## src/rtl/hdr_ecc_pkg.sv

```systemverilog
package hdr_ecc_pkg;
   localparam int DATA_W  = 24;
   localparam int CODE_W  = 6;
   localparam int DT_W    = 6;
   localparam int VC_W    = 4;
   localparam int FIELD_W = 16;
   localparam int TAG_W   = DT_W + VC_W;

   // syndrome column for each protected header bit (weight 3 or 5)
   function automatic logic [CODE_W-1:0] code_col(input int idx);
      logic [CODE_W-1:0] c;
      case (idx)
         0: c = 6'h07;  1: c = 6'h0B;  2: c = 6'h0D;  3: c = 6'h0E;
         4: c = 6'h13;  5: c = 6'h15;  6: c = 6'h16;  7: c = 6'h19;
         8: c = 6'h1A;  9: c = 6'h1C; 10: c = 6'h23; 11: c = 6'h25;
        12: c = 6'h26; 13: c = 6'h29; 14: c = 6'h2A; 15: c = 6'h2C;
        16: c = 6'h31; 17: c = 6'h32; 18: c = 6'h34; 19: c = 6'h38;
        20: c = 6'h1F; 21: c = 6'h2F; 22: c = 6'h37; 23: c = 6'h3B;
        default: c = '0;
      endcase
      return c;
   endfunction

   typedef struct packed {
      logic [VC_W-1:0]    vc;
      logic [DT_W-1:0]    dt;
      logic [FIELD_W-1:0] wc;
      logic               short_pkt;
      logic               embed_pkt;
   } hdr_fields_t;
endpackage

```

## src/rtl/hdr_secded.sv

```systemverilog
module hdr_secded
   import hdr_ecc_pkg::*;
(
   input  logic [DATA_W-1:0] data_in,
   input  logic [CODE_W-1:0] code_in,
   output logic [DATA_W-1:0] data_fix,
   output logic              fixed,
   output logic              bad
);
   logic [CODE_W-1:0] calc;
   logic [CODE_W-1:0] synd;
   logic [DATA_W-1:0] flip;
   logic              code_bit_err;

   always_comb begin
      calc = '0;
      for (int i = 0; i < DATA_W; i++)
         if (data_in[i]) calc = calc ^ code_col(i);
   end

   assign synd = calc ^ code_in;

   genvar g;
   generate
      for (g = 0; g < DATA_W; g++) begin : g_flip
         assign flip[g] = (synd == code_col(g));
      end
   endgenerate

   assign code_bit_err = ($countones(synd) == 1);
   assign data_fix     = data_in ^ flip;
   assign fixed        = (|flip) | code_bit_err;
   assign bad          = (synd != '0) & ~fixed;
endmodule

```

## src/rtl/hdr_field_split.sv

```systemverilog
module hdr_field_split
   import hdr_ecc_pkg::*;
#(
   parameter logic [DT_W-1:0] SHORT_MAX = 6'h0F,
   parameter logic [DT_W-1:0] DT_EMBED  = 6'h12,
   parameter bit              EXT_VC_EN = 1'b1
)(
   input  logic [DATA_W-1:0] data,
   input  logic [1:0]        ext_bits,
   input  logic              ext_mode,
   output hdr_fields_t       fields
);
   logic [1:0] vc_hi;

   generate
      if (EXT_VC_EN) begin : g_ext
         assign vc_hi = ext_mode ? ext_bits : 2'b00;
      end else begin : g_noext
         assign vc_hi = 2'b00;
      end
   endgenerate

   always_comb begin
      fields.dt        = data[DT_W-1:0];
      fields.vc        = {vc_hi, data[7:6]};
      fields.wc        = data[8 +: FIELD_W];
      fields.short_pkt = (data[DT_W-1:0] <= SHORT_MAX);
      fields.embed_pkt = (data[DT_W-1:0] == DT_EMBED);
   end
endmodule

```

## src/rtl/cam_hdr_decoder.sv

```systemverilog
module cam_hdr_decoder
   import hdr_ecc_pkg::*;
#(
   parameter logic [DT_W-1:0] SHORT_MAX = 6'h0F,
   parameter logic [DT_W-1:0] DT_EMBED  = 6'h12,
   parameter bit              EXT_VC_EN = 1'b1
)(
   input  logic        clk,
   input  logic        rst_n,
   input  logic        hdr_valid,
   input  logic [31:0] hdr_word,
   input  logic        ext_vc_en,
   output logic        pkt_start,
   output logic [3:0]  vc,
   output logic [5:0]  dtype,
   output logic [15:0] word_cnt,
   output logic        is_short,
   output logic        is_long,
   output logic        is_embedded,
   output logic [9:0]  route_tag,
   output logic        corr_pulse,
   output logic        hdr_err
);
   generate
      if (DT_EMBED <= SHORT_MAX) begin : g_bad_cfg
         $error("embedded data type must be a long-packet type");
      end
      if (DATA_W + CODE_W + 2 != 32) begin : g_bad_w
         $error("header layout must fill 32 bits");
      end
   endgenerate

   logic [DATA_W-1:0] data_fix;
   logic              fixed, bad;
   hdr_fields_t       f_next, f_q;
   logic              start_q, corr_q, err_q, mode_q;

   hdr_secded u_secded (
      .data_in  (hdr_word[DATA_W-1:0]),
      .code_in  (hdr_word[DATA_W +: CODE_W]),
      .data_fix (data_fix),
      .fixed    (fixed),
      .bad      (bad)
   );

   hdr_field_split #(
      .SHORT_MAX (SHORT_MAX),
      .DT_EMBED  (DT_EMBED),
      .EXT_VC_EN (EXT_VC_EN)
   ) u_split (
      .data     (data_fix),
      .ext_bits (hdr_word[31:30]),
      .ext_mode (ext_vc_en),
      .fields   (f_next)
   );

   always_ff @(posedge clk or negedge rst_n) begin
      if (!rst_n) begin
         f_q     <= '0;
         start_q <= 1'b0;
         corr_q  <= 1'b0;
         err_q   <= 1'b0;
         mode_q  <= 1'b0;
      end else begin
         start_q <= hdr_valid & ~bad;
         corr_q  <= hdr_valid & fixed;
         if (hdr_valid & bad) err_q <= 1'b1;
         if (hdr_valid & ~bad) begin
            f_q    <= f_next;
            mode_q <= ext_vc_en & EXT_VC_EN;
         end
      end
   end

   logic any_q;
   assign any_q = start_q;

   assign pkt_start   = start_q;
   assign vc          = f_q.vc;
   assign dtype       = f_q.dt;
   assign word_cnt    = f_q.wc;
   assign is_short    = f_q.short_pkt;
   assign is_long     = ~f_q.short_pkt & (f_q.dt != '0 | f_q.vc != '0 | f_q.wc != '0 | any_q);
   assign is_embedded = f_q.embed_pkt;
   assign route_tag   = {f_q.dt, f_q.vc};
   assign corr_pulse  = corr_q;
   assign hdr_err     = err_q;


   err_sticky_chk: assert property (@(posedge clk) disable iff (!rst_n)
      hdr_err |=> hdr_err);

   corr_starts_chk: assert property (@(posedge clk) disable iff (!rst_n)
      corr_pulse |-> pkt_start);

   bad_no_start_chk: assert property (@(posedge clk) disable iff (!rst_n)
      (hdr_valid && bad) |=> (!pkt_start && !corr_pulse && hdr_err));

   class_onehot_chk: assert property (@(posedge clk) disable iff (!rst_n)
      pkt_start |-> (is_short ^ is_long));

   embed_long_chk: assert property (@(posedge clk) disable iff (!rst_n)
      is_embedded |-> is_long);

   vc_narrow_chk: assert property (@(posedge clk) disable iff (!rst_n)
      (pkt_start && !mode_q) |-> (vc[3:2] == 2'b00));

   idle_hold_chk: assert property (@(posedge clk) disable iff (!rst_n)
      !hdr_valid |=> (!pkt_start && $stable(route_tag) && $stable(word_cnt)));
endmodule

```

## config.mk

```make
export PLATFORM = sky130hd
export DESIGN_NAME = cam_hdr_decoder
export DESIGN_NICKNAME = d
export VERILOG_FILES = /design/src/rtl/hdr_ecc_pkg.sv /design/src/rtl/hdr_secded.sv /design/src/rtl/hdr_field_split.sv /design/src/rtl/cam_hdr_decoder.sv
export SDC_FILE = /design/constraint.sdc
export NUM_CORES = 1
export LEC_CHECK = 0
export ABC_AREA = 1
export BUFFER_PORTS_ARGS = -buffer_cell sky130_fd_sc_hd__buf_2
export CAP_MARGIN = 20
export CORE_ASPECT_RATIO = 1.25
export CORE_MARGIN = 5
export CORE_UTILIZATION = 35
export DETAILED_ROUTE_END_ITERATION = 6
export SKIP_LAST_GASP = 1
export SYNTH_ARGS = -nofsm -noshare
export SYNTH_HDL_FRONTEND = slang
export SYNTH_HIERARCHICAL = 1
export SYNTH_SLANG_ARGS = --single-unit
```

## constraint.sdc

```tcl
create_clock -name clk -period 1.57 [get_ports clk]
set_input_delay 0.0785 -clock clk [delete_from_list [all_inputs] [get_ports clk]]
set_output_delay 0.0785 -clock clk [all_outputs]
set_load 0.05 [all_outputs]
```

==> results of run 1 <==
[cell families after synthesis]
| kind of cell | Yosys count | synth area share |
|---|---|---|
| flip-flops | 31 | 0.213 |
| adder cells (fa/ha/maj) | 9 | 0.0370 |
| XOR/XNOR | 56 | 0.137 |
| AND/OR/NAND/NOR | 372 | 0.439 |
| AO/OA/AOI/OAI | 4 | 0.00995 |
| buffers and inverters | 108 | 0.165 |
[worst max-delay path: stages]
cell and delay, ns:
buf_8 0.10, xnor2_4 0.21, xnor2_2 0.15, xor2_1 0.18, xor2_1 0.18, xor2_1 0.20
inv_1 0.09, fa_1 0.47, fa_1 0.56, ha_2 0.18, fa_1 0.41, or3b_4 0.38
o21ai_2 0.06, nor2_1 0.05, nand2_1 0.07, nor2_2 0.04, nand2_2 0.08, nor2_4 0.05
nor2_4 0.10, buf_12 0.15, clkbuf_16 0.16, nand2_1 0.06, nand2_1 0.06
[registers in the layout, indices dropped and copies added, names as in the netlist]
signal and count:
hdr_err 1, is_embedded 1, is_short 1, dtype 6, word_cnt 16, pkt_start 1, corr_pulse 1, vc 4
[metal layers]
layer | part of all wire | global-route usage
met2 | 0.51 | 0.293
met5 | 0 | 0
met4 | 0.041 | 0.0856
met3 | 0.055 | 0.0112
met1 | 0.39 | 0.189
[through the flow]
| stage | util | instance area, um^2 | hold WS [ns] | setup WS (ns) | total power [mW] |
|---|---|---|---|---|---|
| 2_1_floorplan | - | 3660 | -0.217 | -2.39 | 6.80 |
| 3_3_place_gp | 0.463 | 4700 | 0.143 | -2.61 | 8.10 |
| 3_5_place_dp | 0.463 | 4700 | 0.150 | -2.69 | 8.24 |
| 4_1_cts | 0.489 | 4960 | 0.0377 | -2.25 | 9.61 |
| 5_1_grt | 0.506 | 5140 | 0.0537 | -2.51 | 11.3 |
| 6_report | 0.506 | 5140 | 0.0362 | -2.29 | 10.5 |
[power by group]
| part | switching [mW] | internal [mW] | total, mW |
|---|---|---|---|
| clock network | 0.318 | 0.617 | 0.935 |
| logic | 4.95 | 3.10 | 8.05 |
| registers | 0.294 | 1.21 | 1.50 |
[cell type report]
cell class,count,area share
multi-input combinational,441,0.469
sequential,31,0.151
clock inverter,1,0.000973
inverter,63,0.0474
timing repair inverter,1,0.00122
timing repair buffer,198,0.272
tap,129,0.0314
clock buffer,6,0.0270
[path summary, 6_finish.rpt]
| path | startpoint | to | slack [ns] | cells after the start |
|---|---|---|---|---|
| setup / recovery | hdr_word[3] | word_cnt[0]$_DFFE_PN0P_ | -2.29 | 23 |
| hold / removal | hdr_valid | corr_pulse$_DFF_PN0_ | 0.04 | 3 |
| setup reg to reg | word_cnt[13]$_DFFE_PN0P_ | word_cnt[13]$_DFFE_PN0P_ | 0.89 | 2 |
| hold reg to reg | hdr_err$_DFFE_PN0P_ | hdr_err$_DFFE_PN0P_ | 0.45 | 1 |
| max in group asynchronous | rst_n | word_cnt[1]$_DFFE_PN0P_ | 0.76 | 2 |
| min in group asynchronous | rst_n | dtype[2]$_DFFE_PN0P_ | 0.38 | 2 |
[synth_stat cells, types with 6 or more instances]
master	count
nand2_1	256
ha_1	6
xnor2_1	16
nor2_2	8
inv_2	14
inv_1	48
dfrtp_1	31
nand3_1	28
nor2_1	57
xor2_1	39
buf_4	35
[cells in the final DEF, fill, tap and decap left out, types with 2 or more instances in the layout]
master / Yosys / routed
nand2_8: 2 / 2
buf_12: 0 / 3
clkbuf_16: 0 / 7
buf_6: 4 / 3
nand4_1: 2 / 2
xor2_1: 39 / 38
xnor2_1: 16 / 14
ha_1: 6 / 5
fa_1: 3 / 3
nand3_1: 28 / 28
nor2_2: 8 / 11
nand2_1: 256 / 234
inv_1: 48 / 48
nand2_4: 3 / 8
nor2_4: 4 / 6
nor2_1: 57 / 52
nand2_2: 4 / 21
buf_4: 35 / 115
dfrtp_1: 31 / 31
nand3b_1: 2 / 2
inv_2: 14 / 13
nand3_2: 3 / 3
xor2_2: 1 / 2
buf_2: 3 / 73
[what timing repair did]
action | CTS | global route
pin swaps | 2 | 9
buffers inserted | 6 | 2
hold buffers | 1 | 0
hold endpoints to repair | 31 | 0
endpoints found under the setup margin | 31 | 32
cloned | 0 | 3
resized for setup | 13 | 38
==> flow_metrics.py, run 1 <==
metrics = {
    "floorplanning": {
        "dieArea_um2": 12600,
        "io_pins": 78,
        "die_x_um": 101,
        "initial_core_util": 0.359,
        "fp.coreArea_um2": 10200,
        "die_y_um": 124,
        "rows": 41,
    },
    "yosys": {
        "ys_ff_latch": 31,
        "ys.flop_type": "dfrtp_1",
        "yosysSeqAreaShare": 0.213,
        "async_reset_ff_frac": 1.00,
        "syn_area_per_cell_um2": 6.29,
        "synth_top_cell_by_area": "nand2_1",
        "synth_cell_type_count": 32,
        "synthCells": 580,
        "yosys_warnings": 6,
        "yosysTopAreaCellShare": 0.263,
        "synth_area_um2": 3650,
        "synth.area.top_cells": "nand2_1, dfrtp_1, xor2_1, buf_4, nor2_1",
        "synth_fp_nets": 625,
        "synth_edf_count": 0,
    },
    "global_route": {
        "grt_pass1_vias": 3594,
        "grt_max_degree": 32,
        "grt_antenna_before_repair": 0,
        "grt_usage": 0.162,
        "grt_pass1_wl_um": 16200,
        "grt_overflow_total": 0,
    },
    "worst_setup_path": {
        "end_kind": "flop",
        "worstSetupPathType": "in2reg",
        "worst_ep_arrival_time_ns": 4.07,
        "startpoint_type": "primary input",
        "cp.required_ns": 1.78,
        "critPathMaxFanout": 14,
    },
    "layout": {
        "layout.nets": 786,
        "syn2layout_area_growth_pct": 41.0,
        "instances_no_fill": 870,
        "drive_gt1_frac": 0.377,
        "register_area_um2": 776,
        "multi_input_area_um2": 2410,
        "diodes": 0,
        "fill_cells": 1043,
    },
    "clock_tree": {
        "insertion_delay_ns": 0.27,
        "cts_sinks": 31,
        "clk_pin_slew_worst_paths_ns": 0.05,
        "ctsHtreeMaxLevel": 2,
        "cts-root-buf": "clkbuf_16",
        "clk_path_buf_depth": 2,
        "cts_tree": "built",
        "numCtsBuffers": 5,
    },
    "outcome": {
        "violations": "setup timing",
        "status": "finished, violations left",
    },
    "sta": {
        "fin_crit_sh": 2.46,
        "worstMarginPinSlew_ns": 0.670,
        "worst_clock_skew_ns": 0,
        "max_freq_ghz": 0.259,
        "fin_crit_ns": 3.86,
        "max_slew_margin": 0.553,
        "rsz0062_at_grt": "yes",
        "fin_ws_ns": -2.29,
        "setup_viol_count_final": 31,
        "setup_tns_ns": -69.48,
        "hold_violations": 0,
        "slew_viol_final": 0,
    },
    "min_path": {
        "hold_path_class": "in2reg",
    },
    "place": {
        "post-dp-hpwl_um": 8620,
        "placed_cells": 852,
        "place.port_buffers": 77,
        "place_congestion": 0.922,
    },
    "power": {
        "cellLeakagePower_nw": 3.05,
        "peakVddDrop_v": 0.000832,
        "powerDensity_nw_per_um2": 2040,
    },
    "route": {
        "routed-via-count": 3866,
        "drtIter0Drc": 115,
        "routed_wirelength_um": 10300,
        "avgRoutedWirePerCell_um": 11.8,
        "drc": 0,
        "ant_nets": 0,
        "drt-pass1-iter-count": 4,
        "vias_per_cell": 4.44,
    },
    "run": {
        "cap_violations": 0,
    },
}
Power figures use the tool's default switching activity.
==> run 2, diff against run 1 <==
Settings changed: RECOVER_POWER set to 25.
==> flow_metrics.py, run 2 (same netlist as run 1, synthesis figures left out) <==
metrics = {
    "sta": {
        "setup_viol_count_final": 31,
        "slew_viol_final": 0,
        "hold_violations": 0,
        "worst_clock_skew_ns": 0,
        "max_slew_margin": 0.503,
        "hold_ws_ns": 0.0362,
        "rsz0062_at_grt": "yes",
        "max_freq_ghz": 0.259,
        "fin_ws_ns": -2.29,
        "fin_crit_ns": 3.86,
        "worstMarginPinSlew_ns": 0.746,
        "fin_crit_sh": 2.46,
    },
    "power": {
        "powerDensity_nw_per_um2": 2040,
        "total_power_mw": 10.5,
        "switchingPower_mw": 5.56,
        "cellLeakagePower_nw": 3.05,
        "seqPwrFrac": 0.143,
        "power.internal_mw": 4.92,
        "peakVddDrop_v": 0.000832,
        "p_comb_frac": 0.768,
        "sw_frac_of_total": 0.531,
        "p_clk_frac": 0.089,
    },
    "outcome": {
        "status": "finished, violations left",
        "violations": "setup timing",
    },
    "route": {
        "vias_per_cell": 4.44,
        "avgRoutedWirePerCell_um": 11.8,
        "drc": 0,
        "drtIter0Drc": 115,
        "routed_wirelength_um": 10300,
        "drt-pass1-iter-count": 4,
        "ant_nets": 0,
        "routed-via-count": 3866,
    },
    "worst_setup_path": {
        "r2r_slack_ns": 0.89,
        "cp.required_ns": 1.78,
        "end_kind": "flop",
        "critPathMaxFanout": 14,
        "worstSetupPathType": "in2reg",
        "worst_ep_arrival_time_ns": 4.07,
        "startpoint_type": "primary input",
    },
    "layout": {
        "diodes": 0,
        "drive_gt1_frac": 0.377,
        "largest_register_ffs": 16,
        "syn2layout_area_growth_pct": 41.0,
        "fin_util": 0.506,
        "most-common-layout-cells": "nand2_1, buf_4, buf_2, nor2_1, inv_1",
        "layout_commonest_cell": "nand2_1",
        "layout.nets": 786,
        "final_area_um2": 5140,
    },
    "floorplanning": {
        "rows": 41,
        "io_pins": 78,
        "dieArea_um2": 12600,
        "die_y_um": 124,
        "die_x_um": 101,
        "fp.coreArea_um2": 10200,
        "initial_core_util": 0.359,
    },
    "clock_tree": {
        "ctsHtreeMaxLevel": 2,
        "cts_sinks": 31,
        "cts_tree": "built",
        "clk_path_buf_depth": 2,
        "cts-root-buf": "clkbuf_16",
        "numCtsBuffers": 5,
        "clk_pin_slew_worst_paths_ns": 0.05,
        "insertion_delay_ns": 0.27,
    },
    "min_path": {
        "hold_path_class": "in2reg",
    },
    "global_route": {
        "grt_pass1_vias": 3594,
        "grt_max_degree": 32,
        "grt_usage": 0.162,
        "grt_pass1_wl_um": 16200,
        "grt_overflow_total": 0,
        "grt_antenna_before_repair": 0,
    },
    "place": {
        "place.port_buffers": 77,
        "place_congestion": 0.922,
        "place_area_um2": 4700,
        "post-dp-hpwl_um": 8620,
    },
    "run": {
        "cap_violations": 0,
    },
}
[run 2: cell count changes in the layout (fill, tap and decap cells not counted)]
cell / previous run / this run
buf_2: 73 / 72
clkbuf_2: 0 / 1
[run 2: cell type report]
cell class / count / area (um^2)
timing repair buffer: 198 / 1400
inverter: 63 / 244
clock buffer: 6 / 139
multi-input combinational: 441 / 2410
timing repair inverter: 1 / 6.26
clock inverter: 1 / 5.00
tap: 129 / 161
sequential: 31 / 776
fill: 1043 / 5010
[run 2: power by group through the flow]
stage / clock, mW / sequential, mW / combinational (mW)
floorplan: 0 / 2.66 / 4.14
global placement: 0 / 1.49 / 6.61
detailed placement: 0 / 1.50 / 6.74
CTS: 0.950 / 1.49 / 7.17
global route: 0.980 / 1.56 / 8.77
finish: 0.935 / 1.50 / 8.05
[run 2: layer usage]
| metal | track usage | routed length (um) |
|---|---|---|
| met5 | 0 | 0 |
| met4 | 0.0856 | 426 |
| met3 | 0.0112 | 562 |
| met2 | 0.293 | 5260 |
| met1 | 0.189 | 4020 |
[run 2: repair_timing]
item,4_1_cts,5_1_grt
buffers inserted,6,2
pin swaps,2,9
hold buffers,1,0
resized for setup,13,38
cloned,0,3
hold endpoints to repair,31,0
endpoints found under the setup margin,31,32
[run 2: stage by stage]
step	cells	setup TNS [ns]	setup WS (ns)
after floorplan	580	-72.29	-2.39
after global placement	852	-79.84	-2.61
after detailed placement	852	-82.39	-2.69
after CTS	866	-68.82	-2.25
after global routing	870	-76.29	-2.51
final	870	-69.48	-2.29
[run 2: path summary, 6_finish.rpt]
| check | start | cells after the start | end |
|---|---|---|---|
| setup / recovery | hdr_word[3] | 23 | word_cnt[0]$_DFFE_PN0P_ |
| hold / removal | hdr_valid | 3 | corr_pulse$_DFF_PN0_ |
| setup reg to reg | word_cnt[13]$_DFFE_PN0P_ | 2 | word_cnt[13]$_DFFE_PN0P_ |
| hold reg to reg | hdr_err$_DFFE_PN0P_ | 1 | hdr_err$_DFFE_PN0P_ |
| max in group asynchronous | rst_n | 2 | word_cnt[1]$_DFFE_PN0P_ |
| min in group asynchronous | rst_n | 2 | dtype[2]$_DFFE_PN0P_ |
[run 2: worst max-delay path, stage by stage]
cell and delay (ns):
buf_8 0.10, xnor2_4 0.21, xnor2_2 0.15, xor2_1 0.18, xor2_1 0.18, xor2_1 0.20, inv_1 0.09, fa_1 0.47
fa_1 0.56, ha_2 0.18, fa_1 0.41, or3b_4 0.38, o21ai_2 0.06, nor2_1 0.05, nand2_1 0.07, nor2_2 0.04
nand2_2 0.08, nor2_4 0.05, nor2_4 0.10, buf_12 0.15, clkbuf_16 0.16, nand2_1 0.06, nand2_1 0.06
==> run 3, diff against run 2 <==
Settings changed: CELL_PAD_IN_SITES_DETAIL_PLACEMENT set to 1, CELL_PAD_IN_SITES_GLOBAL_PLACEMENT set to 2, CORE_MARGIN 5 to not set, CORE_UTILIZATION 35 to 32, PLACE_DENSITY_LB_ADDON set to 0.1.
==> flow_metrics.py, run 3 (same netlist as run 1, synthesis figures left out) <==
metrics = {
    "layout": {
        "fill_cells": 1498,
        "largest_register_ffs": 16,
        "syn2layout_area_growth_pct": 44.2,
        "diodes": 0,
        "layout.nets": 801,
        "most-common-layout-cells": "nand2_1, buf_4, buf_2, nor2_1, inv_1",
        "final_area_um2": 5260,
        "layout_commonest_cell": "nand2_1",
        "drive_gt1_frac": 0.383,
    },
    "clock_tree": {
        "cts-root-buf": "clkbuf_16",
        "numCtsBuffers": 5,
        "cts_sinks": 31,
        "ctsHtreeMaxLevel": 2,
        "clk_pin_slew_worst_paths_ns": 0.05,
        "clk_path_buf_depth": 2,
        "cts_tree": "built",
        "insertion_delay_ns": 0.28,
    },
    "sta": {
        "setup_tns_ns": -69.24,
        "fin_crit_sh": 2.45,
        "max_freq_ghz": 0.260,
        "setup_viol_count_final": 31,
        "rsz0062_at_grt": "yes",
        "fin_crit_ns": 3.85,
        "fin_ws_ns": -2.28,
        "slew_viol_final": 0,
        "hold_violations": 0,
        "worst_clock_skew_ns": 0,
        "worstMarginPinSlew_ns": 0.779,
        "max_slew_margin": 0.481,
        "hold_ws_ns": 0.0469,
    },
    "worst_setup_path": {
        "worst_ep_arrival_time_ns": 4.06,
        "cp.required_ns": 1.79,
        "worstSetupPathType": "in2reg",
        "slowest_delay_ns": 0.51,
        "startpoint_type": "primary input",
        "end_kind": "flop",
        "cpMaxStageDelayCell": "fa_1",
        "crit_family": "adder cells",
        "cp_cell_sequence": "buf_6 -> xor2_2 -> xnor2_2 -> xor2_1 -> xor2_1 -> xor2_1 -> inv_1 -> fa_1 -> fa_1 -> ha_2 -> fa_1 -> or3b_4 -> o21ai_2 -> nor2_1 -> nand2_1 -> nor2_2 -> nand2_2 -> nor2_4 -> nor2_4 -> buf_12 -> clkbuf_16 -> nand2_1 -> nand2_1",
        "crit_buf_inv": 4,
        "critPathMaxFanout": 9,
    },
    "min_path": {
        "hold_path_class": "in2reg",
    },
    "place": {
        "place_congestion": 0.856,
        "place.port_buffers": 77,
        "place_area_um2": 4760,
        "post-dp-hpwl_um": 10400,
    },
    "power": {
        "p_clk_frac": 0.079,
        "cellLeakagePower_nw": 3.10,
        "p_comb_frac": 0.784,
        "power.internal_mw": 5.27,
        "switchingPower_mw": 5.77,
        "seqPwrFrac": 0.136,
        "powerDensity_nw_per_um2": 2100,
        "peakVddDrop_v": 0.00106,
        "sw_frac_of_total": 0.523,
    },
    "route": {
        "routed-via-count": 3989,
        "avgRoutedWirePerCell_um": 13.9,
        "drt-pass1-iter-count": 4,
        "routed_wirelength_um": 12400,
        "drc": 0,
        "drtIter0Drc": 96,
        "vias_per_cell": 4.48,
        "ant_nets": 0,
    },
    "floorplanning": {
        "die_x_um": 97.5,
        "dieArea_um2": 11800,
        "initial_core_util": 0.329,
        "rows": 43,
        "io_pins": 78,
        "die_y_um": 121,
        "fp.coreArea_um2": 11100,
    },
    "global_route": {
        "grt_pass1_vias": 4135,
        "grt_antenna_before_repair": 0,
        "grt_overflow_total": 0,
        "grt_pass1_wl_um": 19700,
        "grt_max_degree": 32,
        "grt_usage": 0.213,
    },
    "outcome": {
        "status": "finished, violations left",
        "violations": "setup timing",
    },
    "run": {
        "cap_violations": 0,
    },
}
==> run 3: final cells by class <==
cell class                 count  area, um^2  share of cell area
clock buffer                   6         129              0.0245
tap                          135         169              0.0321
multi-input combinational    441        2420               0.461
timing repair inverter         1        6.26             0.00119
timing repair buffer         213        1510               0.288
inverter                      63         244              0.0464
sequential                    31         776               0.147
==> run 3: per-stage QoR <==
step	utilization	instances	worst slack (ns)	total power [mW]
after floorplan	-	580	-2.39	6.80
after global placement	0.429	866	-2.55	8.32
after detailed placement	0.429	866	-2.70	8.58
after CTS	0.455	883	-2.36	10.3
after global routing	0.475	890	-2.48	11.9
final	0.475	890	-2.28	11.0
==> run 3: per-layer routing <==
metal | up-vias | global-route usage | part of all wire
met4 | 0 | 0.0974 | 0.034
li1 | 2041 | - | -
met1 | 1858 | 0.212 | 0.37
met3 | 20 | 0.0190 | 0.022
met2 | 70 | 0.435 | 0.57
met5 | - | 0 | 0
==> run 3: worst paths after layout <==
kind	from	slack, ns	endpoint	depth (start not counted)
hold reg to reg	hdr_err$_DFFE_PN0P_	0.45	hdr_err$_DFFE_PN0P_	1
setup reg to reg	word_cnt[1]$_DFFE_PN0P_	0.67	word_cnt[1]$_DFFE_PN0P_	4
hold / removal	hdr_valid	0.05	corr_pulse$_DFF_PN0_	3
min in group asynchronous	rst_n	0.41	vc[3]$_DFFE_PN0P_	2
max in group asynchronous	rst_n	0.66	word_cnt[13]$_DFFE_PN0P_	2
setup / recovery	hdr_word[10]	-2.28	is_embedded$_DFFE_PN0P_	23
==> run 3: power groups by stage <==
stage	registers, mW	logic (mW)	clock network [mW]
final	1.51	8.66	0.877
after detailed placement	1.50	7.08	0
after floorplan	2.66	4.14	0
after global placement	1.48	6.84	0
after global routing	1.56	9.37	0.950
after CTS	1.49	7.93	0.898
==> run 3: what timing repair did <==
item                       in CTS  in global routing
gates cloned                    1                  2
hold buffers                    1                  0
buffers inserted                9                  7
hold endpoints to repair       31                  0
pin swaps                       4                 16
setup endpoints to repair      32                 32
resized for setup              17                 36
==> run 3: tightest hold or removal path: stages <==
cell,delay [ns]
buf_2,0.11
nand2_1,0.05
inv_1,0.05
